`config.mk`:
```
export PLATFORM = sky130hd
export DESIGN_NAME = tick_timer
export DESIGN_NICKNAME = d
export VERILOG_FILES = /design/src/rtl/tick_timer_pkg.sv /design/src/rtl/tick_regs.sv /design/src/rtl/tick_prescaler.sv /design/src/rtl/tick_counter.sv /design/src/rtl/tick_timer.sv
export SDC_FILE = /design/constraint.sdc
export NUM_CORES = 1
export LEC_CHECK = 0
export ABC_AREA = 1
export CAP_MARGIN = 15
export CORE_MARGIN = 2
export CORE_UTILIZATION = 55
export DETAILED_ROUTE_END_ITERATION = 8
export HOLD_SLACK_MARGIN = 0.03
export PLACE_DENSITY = 0.8
export SKIP_CTS_REPAIR_TIMING = 1
export SLEW_MARGIN = 20
export SYNTH_ARGS = -nofsm -noshare
export SYNTH_HDL_FRONTEND = slang
export SYNTH_SLANG_ARGS = --single-unit
```
`constraint.sdc`:
```
create_clock -name clk_i -period 2.8 [get_ports clk_i]
set_clock_uncertainty 0.15 [all_clocks]
set_input_delay 0.28 -clock clk_i [delete_from_list [all_inputs] [get_ports clk_i]]
set_output_delay 0.28 -clock clk_i [all_outputs]
set_load 0.01 [all_outputs]
```
`src/rtl/tick_timer_pkg.sv`:
```
package tick_timer_pkg;
  localparam int DATA_W   = 32;
  localparam int VEC_W    = 8;
  localparam int SHIFT_W  = 3;
  localparam int MASK_BIT = 16;
  localparam int REP_BIT  = 17;
  localparam logic [31:0] ENTRY_RST = 32'h0001_0000;
  localparam logic [3:0]  DIV_KEEP  = 4'hB;

  typedef enum logic [1:0] {
    SEL_COUNT = 2'd0,
    SEL_DIV   = 2'd1,
    SEL_ENTRY = 2'd2
  } wr_sel_e;
endpackage

```
`src/rtl/tick_regs.sv`:
```
module tick_regs
  import tick_timer_pkg::*;
#(
  parameter int DW = DATA_W,
  parameter int VW = VEC_W,
  parameter int SW = SHIFT_W
) (
  input  logic          clk_i,
  input  logic          rst_ni,
  input  logic          init_i,
  input  logic          wr_en_i,
  input  logic [1:0]    wr_sel_i,
  input  logic [DW-1:0] wr_data_i,
  output logic [DW-1:0] start_o,
  output logic          load_o,
  output logic [SW-1:0] shift_o,
  output logic [VW-1:0] vec_o,
  output logic          masked_o,
  output logic          repeat_o
);
  logic [DW-1:0] start_q;
  logic [DW-1:0] entry_q;
  logic [3:0]    div_q;
  logic [SW-1:0] code;

  always_ff @(posedge clk_i or negedge rst_ni) begin
    if (!rst_ni) begin
      start_q <= '0;
      entry_q <= DW'(ENTRY_RST);
      div_q   <= '0;
    end else if (init_i) begin
      start_q <= '0;
      entry_q <= DW'(ENTRY_RST);
      div_q   <= '0;
    end else if (wr_en_i) begin
      case (wr_sel_i)
        SEL_COUNT: start_q <= wr_data_i;
        SEL_DIV:   div_q   <= wr_data_i[3:0] & DIV_KEEP;
        SEL_ENTRY: entry_q <= wr_data_i;
        default: ;
      endcase
    end
  end

  // Divider code bits are not contiguous in the register
  assign code     = SW'({div_q[3], div_q[1:0]});
  assign shift_o  = code + SW'(1);
  assign load_o   = wr_en_i && !init_i && (wr_sel_i == SEL_COUNT);
  assign start_o  = start_q;
  assign vec_o    = entry_q[VW-1:0];
  assign masked_o = entry_q[MASK_BIT];
  assign repeat_o = entry_q[REP_BIT];

  a_r2_div_keep: assert property (@(posedge clk_i) disable iff (!rst_ni)
    (wr_en_i && !init_i && wr_sel_i == SEL_DIV) |=> (div_q == ($past(wr_data_i[3:0]) & 4'hB)));

  a_r9_init_entry: assert property (@(posedge clk_i) disable iff (!rst_ni)
    init_i |=> (masked_o && !repeat_o && shift_o == SW'(1) && start_o == '0));
endmodule

```
`src/rtl/tick_prescaler.sv`:
```
module tick_prescaler #(
  parameter int SW = 3
) (
  input  logic          clk_i,
  input  logic          rst_ni,
  input  logic          init_i,
  input  logic          clr_i,
  input  logic          run_i,
  input  logic [SW-1:0] shift_i,
  output logic          tick_o
);
  localparam int PW = (1 << SW) - 1;

  logic [PW-1:0] pre_q;
  logic [PW:0]   full;
  logic [PW-1:0] lim;

  assign full   = ((PW+1)'(1) << shift_i) - (PW+1)'(1);
  assign lim    = full[PW-1:0];
  assign tick_o = run_i && ((pre_q & lim) == lim);

  always_ff @(posedge clk_i or negedge rst_ni) begin
    if (!rst_ni)             pre_q <= '0;
    else if (init_i || clr_i) pre_q <= '0;
    else if (run_i)          pre_q <= pre_q + PW'(1);
  end

  a_r2_tick_spacing: assert property (@(posedge clk_i) disable iff (!rst_ni)
    (tick_o && !clr_i && !init_i && lim != '0) |=> (!tick_o || shift_i != $past(shift_i)));
endmodule

```
`src/rtl/tick_counter.sv`:
```
module tick_counter #(
  parameter int CW = 32,
  parameter int VW = 8
) (
  input  logic          clk_i,
  input  logic          rst_ni,
  input  logic          init_i,
  input  logic          load_i,
  input  logic [CW-1:0] load_val_i,
  input  logic [CW-1:0] start_i,
  input  logic          tick_i,
  input  logic          repeat_i,
  input  logic          masked_i,
  input  logic [VW-1:0] vec_i,
  output logic [CW-1:0] cnt_o,
  output logic          run_o,
  output logic          fire_o,
  output logic [VW-1:0] fire_vec_o
);
  logic [CW-1:0] cur_q;
  logic          run_q;
  logic          fire_q;
  logic [VW-1:0] vec_q;
  logic          expire;

  assign expire = tick_i && run_q && (cur_q == '0);

  always_ff @(posedge clk_i or negedge rst_ni) begin
    if (!rst_ni) begin
      cur_q <= '0; run_q <= 1'b0; fire_q <= 1'b0; vec_q <= '0;
    end else if (init_i) begin
      cur_q <= '0; run_q <= 1'b0; fire_q <= 1'b0; vec_q <= '0;
    end else if (load_i) begin
      cur_q  <= load_val_i;
      run_q  <= 1'b1;
      fire_q <= 1'b0;
    end else begin
      // zero-length repeat period never raises an event
      fire_q <= expire && !masked_i && !(repeat_i && start_i == '0);
      if (expire) begin
        vec_q <= vec_i;
        if (repeat_i) cur_q <= start_i;
        else          run_q <= 1'b0;
      end else if (tick_i && run_q) begin
        cur_q <= cur_q - CW'(1);
      end
    end
  end

  assign cnt_o      = cur_q;
  assign run_o      = run_q;
  assign fire_o     = fire_q;
  assign fire_vec_o = vec_q;

  a_r4_hold_stopped: assert property (@(posedge clk_i) disable iff (!rst_ni)
    (!run_q && !load_i && !init_i) |=> $stable(cur_q));

  a_r5_count_bound: assert property (@(posedge clk_i) disable iff (!rst_ni)
    cur_q <= start_i);

  a_r6_zero_period_silent: assert property (@(posedge clk_i) disable iff (!rst_ni)
    (repeat_i && start_i == '0) |=> !fire_o);

  a_r7_masked_silent: assert property (@(posedge clk_i) disable iff (!rst_ni)
    masked_i |=> !fire_o);

  a_r8_vec_match: assert property (@(posedge clk_i) disable iff (!rst_ni)
    fire_o |-> (fire_vec_o == $past(vec_i)));
endmodule

```
`src/rtl/tick_timer.sv`:
```
module tick_timer
  import tick_timer_pkg::*;
#(
  parameter int DW = DATA_W,
  parameter int VW = VEC_W,
  parameter int SW = SHIFT_W
) (
  input  logic          clk_i,
  input  logic          rst_ni,
  input  logic          init_i,
  input  logic          wr_en_i,
  input  logic [1:0]    wr_sel_i,
  input  logic [DW-1:0] wr_data_i,
  output logic [DW-1:0] cnt_o,
  output logic          fire_o,
  output logic [VW-1:0] fire_vec_o
);
  logic [DW-1:0] start;
  logic          load;
  logic [SW-1:0] shift;
  logic [VW-1:0] vec;
  logic          masked;
  logic          rep;
  logic          run;
  logic          tick;

  tick_regs #(.DW(DW), .VW(VW), .SW(SW)) u_regs (
    .clk_i, .rst_ni, .init_i, .wr_en_i, .wr_sel_i, .wr_data_i,
    .start_o(start), .load_o(load), .shift_o(shift), .vec_o(vec),
    .masked_o(masked), .repeat_o(rep)
  );

  tick_prescaler #(.SW(SW)) u_pre (
    .clk_i, .rst_ni, .init_i, .clr_i(load), .run_i(run),
    .shift_i(shift), .tick_o(tick)
  );

  tick_counter #(.CW(DW), .VW(VW)) u_cnt (
    .clk_i, .rst_ni, .init_i, .load_i(load), .load_val_i(wr_data_i),
    .start_i(start), .tick_i(tick), .repeat_i(rep), .masked_i(masked),
    .vec_i(vec), .cnt_o, .run_o(run), .fire_o, .fire_vec_o
  );

  a_r3_load_visible: assert property (@(posedge clk_i) disable iff (!rst_ni)
    load |=> (cnt_o == $past(wr_data_i)));

  a_r8_single_pulse_oneshot: assert property (@(posedge clk_i) disable iff (!rst_ni)
    (fire_o && !rep && !load) |=> !fire_o);
endmodule

```
==> results.sh, run 1 <==
export IMPL_seq_area_frac_synth_pct=41.69
export IMPL_hold_class="in2async"
export IMPL_cts_sinks=94
export IMPL_yosysUniqueCellTypes=41
export IMPL_r2r_slack_ps=200
export IMPL_first_pass_iters=5
export IMPL_vias=5522
export IMPL_status="finished, final reports clean"
export IMPL_min_period_ps=2598
export IMPL_start_util_pct=57.23
export IMPL_antenna_found_initial=0
export IMPL_worstSetupPathType="reg2reg"
export IMPL_finalSetupViolations=0
export IMPL_ys_dominant_reg_cell="dfrtp_1"
export IMPL_syn_inst=762
export IMPL_pin_count=79
export IMPL_die_w_um=105.3
export IMPL_drive_above_1_share_pct=7.363
export IMPL_drt_total_wl_um=15900
export IMPL_htreeDepth=3
export IMPL_cp_top_family="simple AND/OR/NAND/NOR gates"
export IMPL_critical_path_endpoint_type="register"
export IMPL_syn_num_nets=803
export IMPL_slew_violations=0
export IMPL_final_util_pct=68.57
export IMPL_rsz0062_at_grt="no"
export IMPL_drtIter0Drc=432
export IMPL_critPathBufInv=3
export IMPL_cpPeakStageDelay_ps=470
export IMPL_ant_nets=0
export IMPL_timing_rr_start="u_regs.div_q[0]$_DFFE_PN0P_"
export IMPL_path_clk_slew_ps=90
export IMPL_grt_pass1_wl_um=25960
export IMPL_grt_pass1_vias=5281
export IMPL_final_hold_viol_count=0
export IMPL_rr_worst_depth=14
export IMPL_grt_max_degree=71
export IMPL_gr_total_overflow=0
export IMPL_startpoint_type="register"
export IMPL_synth_edf_count=0
export IMPL_clk_latency_ps=390
export IMPL_fill_cells=787
export IMPL_fp_dieH_um=105.3
export IMPL_synthToLayoutAreaGrowth_pct=19.81
export IMPL_num_rows=36
export IMPL_drc=0
export IMPL_synth_top_cell_area_share_pct=41.22
export IMPL_max_vdd_ir_drop_uv=380.4
export IMPL_syn_avg_cell_area_um2=7.409
export IMPL_syn_area_um2=5645
export IMPL_drv_cap=0
export IMPL_die_area_um2=11090
export IMPL_nNetsFinal=878
export IMPL_core_area_um2=9864
export IMPL_clk_path_buf_depth=2
export IMPL_cp_arrival_ps=2720
export IMPL_numCtsBuffers=9
export IMPL_synth_warnings=0
export IMPL_hpwl_um=11370
export IMPL_p_leak_nw=3.427
export IMPL_portBuffers=78
export IMPL_crit_top_cell="nand2_1"
export IMPL_async_flop_share_pct=100.0
export IMPL_yosysTopAreaCell="dfrtp_1"
export IMPL_p_per_area_nw_per_um2=508.8
export IMPL_cts_root_buf="clkbuf_8"
export IMPL_fin_setup_tns_ps=0
export IMPL_gp_congestion=0.9571
export IMPL_path_max_fanout=33
export IMPL_period_share_pct=92.77
export IMPL_cts_tree="yes"
export IMPL_cp_cell_sequence="nand2_1 > inv_1 > nand2_1 > ha_1 > nand4_1 > nand2_1 > inv_1 > nand2_1 > nand4_1 > nor2_4 > o21ai_4 > buf_4 > nand3_1 > nand2_1"
export IMPL_fmax_mhz=385.0
export IMPL_crit_required_ps=2920
export IMPL_crit_path_top_delay_cell="dfrtp_1"
export IMPL_grtUsageTotal_pct=29.31
export IMPL_slew_limit_headroom_pct=55.10
export IMPL_worstMarginPinSlew_ps=673.6
export IMPL_synth_top_cells_by_area="dfrtp_1 (41%), nand2_1 (15%), nand3_1 (5.8%)"
export IMPL_vias_per_cell=5.664
export IMPL_antennaDiodeCount=0
export IMPL_synth_seq_cells=94
export IMPL_startpoint="u_regs.div_q[0]$_DFFE_PN0P_"
export IMPL_wl_per_cell_um=16.30
export IMPL_rr_endpoint="u_cnt.cnt_o[0]$_DFFE_PN0P_"
-- synth_stat cells, drive strengths merged, types with 6 or more instances --
library cell	number
nor3	10
dfrtp	93
inv	83
nand2	235
nand3	72
xor2	19
buf	16
o22ai	16
o21ai	73
nand4	27
xnor2	6
nor2	73
clkbuf	12
-- how the worst max path moves through the flow --
stage / to / slack [ps] / cells after the start
5_1_grt: u_cnt.fire_vec_o[3]$_DFFE_PN0P_ / 10 / 15
4_1_cts: u_cnt.fire_vec_o[5]$_DFFE_PN0P_ / 100 / 15
3_5_place_dp: u_cnt.fire_vec_o[6]$_DFFE_PN0P_ / 120 / 15
6_report: u_cnt.cnt_o[0]$_DFFE_PN0P_ / 200 / 14
2_1_floorplan: u_cnt.cnt_o[28]$_DFFE_PN0P_ / 620 / 16
3_3_place_gp: u_cnt.fire_vec_o[7]$_DFFE_PN0P_ / 210 / 15
-- layout make-up --
type	count	area (um2)	area share, %
multi-input cells	558	2821	41.71
flip-flops and latches	94	2354	34.79
repair buffers	91	915.9	13.54
inverters	83	311.5	4.606
well taps	133	166.4	2.460
clock buffers	9	123.9	1.831
clock inverters	7	71.32	1.054
-- cells in the final DEF, fill, tap and decap left out, drive strengths merged, types with 2 or more instances in the layout --
cell             n
clkbuf           9
a21oi            5
nor4             5
clkinv           4
xor2            19
ha               3
inv             85
o22ai           16
nor2            73
clkdlybuf4s50   77
nand3           73
nor3b            2
xnor2            6
nand2          235
o21bai           3
buf             13
nor3            10
dfrtp           93
nand3b           4
nand4           27
o21ai           73
-- logic make-up after synthesis --
family                     Yosys count  share of synthesized area (%)
buffers and inverters              111                          8.799
and+or+nand+nor                    430                          35.02
AOI/OAI and AO/OA                   99                          9.952
DFF                                 94                          41.69
adders and majority gates            3                         0.6650
xor gates and xnor gates            25                          3.879
-- routing by layer --
layer	track usage, %	vias up	wire, um
li1	-	2634	-
met1	40.28	2593	6864
met2	46.27	264	7482
met3	5.380	31	1181
met4	11.05	0	368
met5	0	-	0
-- report_power, final --
group	internal (mW)	total, mW	switching [mW]	leakage (nW)
sequential	1.41	1.46	0.0587	1.29
combinational	0.397	1.06	0.662	2.03
clock	0.416	0.917	0.502	0.104
-- metrics by stage --
stage | worst slack [ps] | total power, mW | cell area, um2 | hold WS (ps) | cells
after floorplan | 619.8 | 2.187 | 5645 | -165.6 | 762
final | 202.4 | 3.441 | 6764 | 241.4 | 975
after detailed placement | 123.3 | 2.513 | 6513 | 125.4 | 956
after CTS | 104.7 | 3.431 | 6708 | -291.9 | 972
after global routing | 9.542 | 3.634 | 6764 | 280.6 | 975
after global placement | 205.9 | 2.495 | 6513 | 116.3 | 956
-- flip-flops by register name, summed over array words and instances (netlist names) --
signal / flops
u_cnt.run_o: 1
u_cnt.fire_vec_o: 8
u_regs.entry_q: 10
u_cnt.cnt_o: 32
u_regs.start_o: 32
u_regs.div_q: 3
u_pre.pre_q: 7
u_cnt.fire_o: 1
-- worst reg2reg max path, delay by kind of cell (launching register included) --
| family | cells | cell delay [ps] |
|---|---|---|
| and+or+nand+nor | 9 | 1090 |
| DFF | 1 | 470 |
| buffers and inverters | 3 | 380 |
| adders and majority gates | 1 | 260 |
| AOI/OAI and AO/OA | 1 | 140 |
Power figures use the tool's default switching activity.
==> inputs of run 2 (changes only) <==
- PLACE_DENSITY: 0.8 -> unset
- PLACE_DENSITY_LB_ADDON: unset -> 0.1
==> results.sh, run 2 (synthesis gave the netlist of run 1 again) <==
export IMPL_status="finished, final reports clean"
export IMPL_path_clk_slew_ps=90
export IMPL_seqCellArea_um2=2355
export IMPL_hold_class="in2async"
export IMPL_startpoint_type="register"
export IMPL_portBuffers=78
export IMPL_drv_cap=0
export IMPL_whs_ps=265.7
export IMPL_dp_cells=959
export IMPL_critical_path_endpoint_type="register"
export IMPL_antenna_found_initial=0
export IMPL_htreeDepth=3
export IMPL_final_cell_count_no_fill=983
export IMPL_nNetsFinal=886
export IMPL_num_rows=36
export IMPL_cp_arrival_ps=2810
export IMPL_cts_root_buf="clkbuf_8"
export IMPL_p_leak_nw=3.460
export IMPL_finalSetupViolations=0
export IMPL_max_vdd_ir_drop_uv=521.7
export IMPL_vias_per_cell=5.651
export IMPL_fill_cells=850
export IMPL_cts_tree="yes"
export IMPL_vias=5555
export IMPL_grt_max_degree=56
export IMPL_worstSetupPathType="reg2reg"
export IMPL_gp_congestion=0.9340
export IMPL_min_period_ps=2651
export IMPL_hpwl_um=11250
export IMPL_slew_violations=0
export IMPL_slew_limit_headroom_pct=63.83
export IMPL_grtUsageTotal_pct=29.87
export IMPL_drt_total_wl_um=16190
export IMPL_path_max_fanout=8
export IMPL_die_area_um2=11090
export IMPL_layout_common_cells="nand2_1 (232), dfrtp_1 (92), inv_1 (79), clkdlybuf4s50_1 (77)"
export IMPL_cts_sinks=94
export IMPL_multi_input_area_um2=2833
export IMPL_core_area_um2=9864
export IMPL_worstMarginPinSlew_ps=542.6
export IMPL_crit_required_ps=2960
export IMPL_gr_total_overflow=0
export IMPL_drive_above_1_share_pct=8.353
export IMPL_final_hold_viol_count=0
export IMPL_grt_pass1_vias=5209
export IMPL_fp_dieH_um=105.3
export IMPL_fmax_mhz=377.2
export IMPL_power_mw=3.553
export IMPL_wl_per_cell_um=16.47
export IMPL_synthToLayoutAreaGrowth_pct=21.30
export IMPL_period_share_pct=94.67
export IMPL_first_pass_iters=6
export IMPL_ant_nets=0
export IMPL_p_per_area_nw_per_um2=518.9
export IMPL_numCtsBuffers=9
export IMPL_mostFrequentLayoutCell="nand2_1"
export IMPL_clk_latency_ps=390
export IMPL_pin_count=79
export IMPL_start_util_pct=57.23
export IMPL_die_w_um=105.3
export IMPL_antennaDiodeCount=0
export IMPL_drtIter0Drc=527
export IMPL_clk_path_buf_depth=2
export IMPL_drc=0
export IMPL_grt_pass1_wl_um=26300
-- run 2: where the power goes --
part / switching [mW] / internal, mW
Combinational: 0.672 / 0.417
Clock: 0.497 / 0.501
Sequential: 0.0595 / 1.41
-- run 2: layer usage --
| layer | global-route usage [%] | vias up | wire length [um] |
|---|---|---|---|
| met1 | 43.08 | 2638 | 7308 |
| met4 | 9.714 | 0 | 308 |
| met2 | 44.88 | 248 | 7235 |
| met3 | 6.246 | 26 | 1334 |
| met5 | 0 | - | 0 |
| li1 | - | 2643 | - |
-- run 2: worst paths after layout --
kind / start / end / depth (start not counted) / slack [ps]
setup / recovery: u_regs.div_q[1]$_DFFE_PN0P_ / u_cnt.fire_o$_DFF_PN0_ / 13 / 150
hold / removal: rst_ni / u_pre.pre_q[3]$_DFFE_PN0P_ / 2 / 270
setup reg to reg: u_regs.div_q[1]$_DFFE_PN0P_ / u_cnt.fire_o$_DFF_PN0_ / 13 / 150
hold reg to reg: u_regs.entry_q[16]$_DFFE_PN1P_ / u_regs.entry_q[16]$_DFFE_PN1P_ / 2 / 350
max in group asynchronous: rst_ni / u_regs.entry_q[16]$_DFFE_PN1P_ / 3 / 1530
min in group clk_i: wr_data_i[23] / u_regs.start_o[23]$_DFFE_PN0P_ / 3 / 310
-- run 2: area by class of cell --
| class | instances | share of cell area, % |
|---|---|---|
| Multi-Input combinational cell | 559 | 41.37 |
| Timing Repair Buffer | 98 | 14.14 |
| Inverter | 83 | 4.550 |
| Tap cell | 133 | 2.430 |
| Sequential cell | 94 | 34.39 |
| Clock buffer | 10 | 1.864 |
| Clock inverter | 6 | 1.261 |
-- run 2: critical path: stages, from the launching register on --
cell and delay (ps):
dfrtp_1 410, inv_1 210, nand3_2 130, ha_2 350
nor2_1 40, nor2_1 80, nand2_1 60, inv_1 70
nand2_1 90, nor2_4 230, nand2_1 170, nor3_2 210
nand3_4 180, nor3_1 190
-- run 2: stage by stage --
| step | util (%) | worst slack (ps) | setup TNS (ps) | cell area, um2 |
|---|---|---|---|---|
| after floorplan | - | 619.8 | 0 | 5645 |
| after global placement | 66.12 | 268.4 | 0 | 6523 |
| after detailed placement | 66.12 | 121.5 | 0 | 6523 |
| after CTS | 68.29 | 87.87 | 0 | 6736 |
| after global routing | 69.42 | -18.31 | -29.53 | 6848 |
| final | 69.42 | 149.2 | 0 | 6848 |
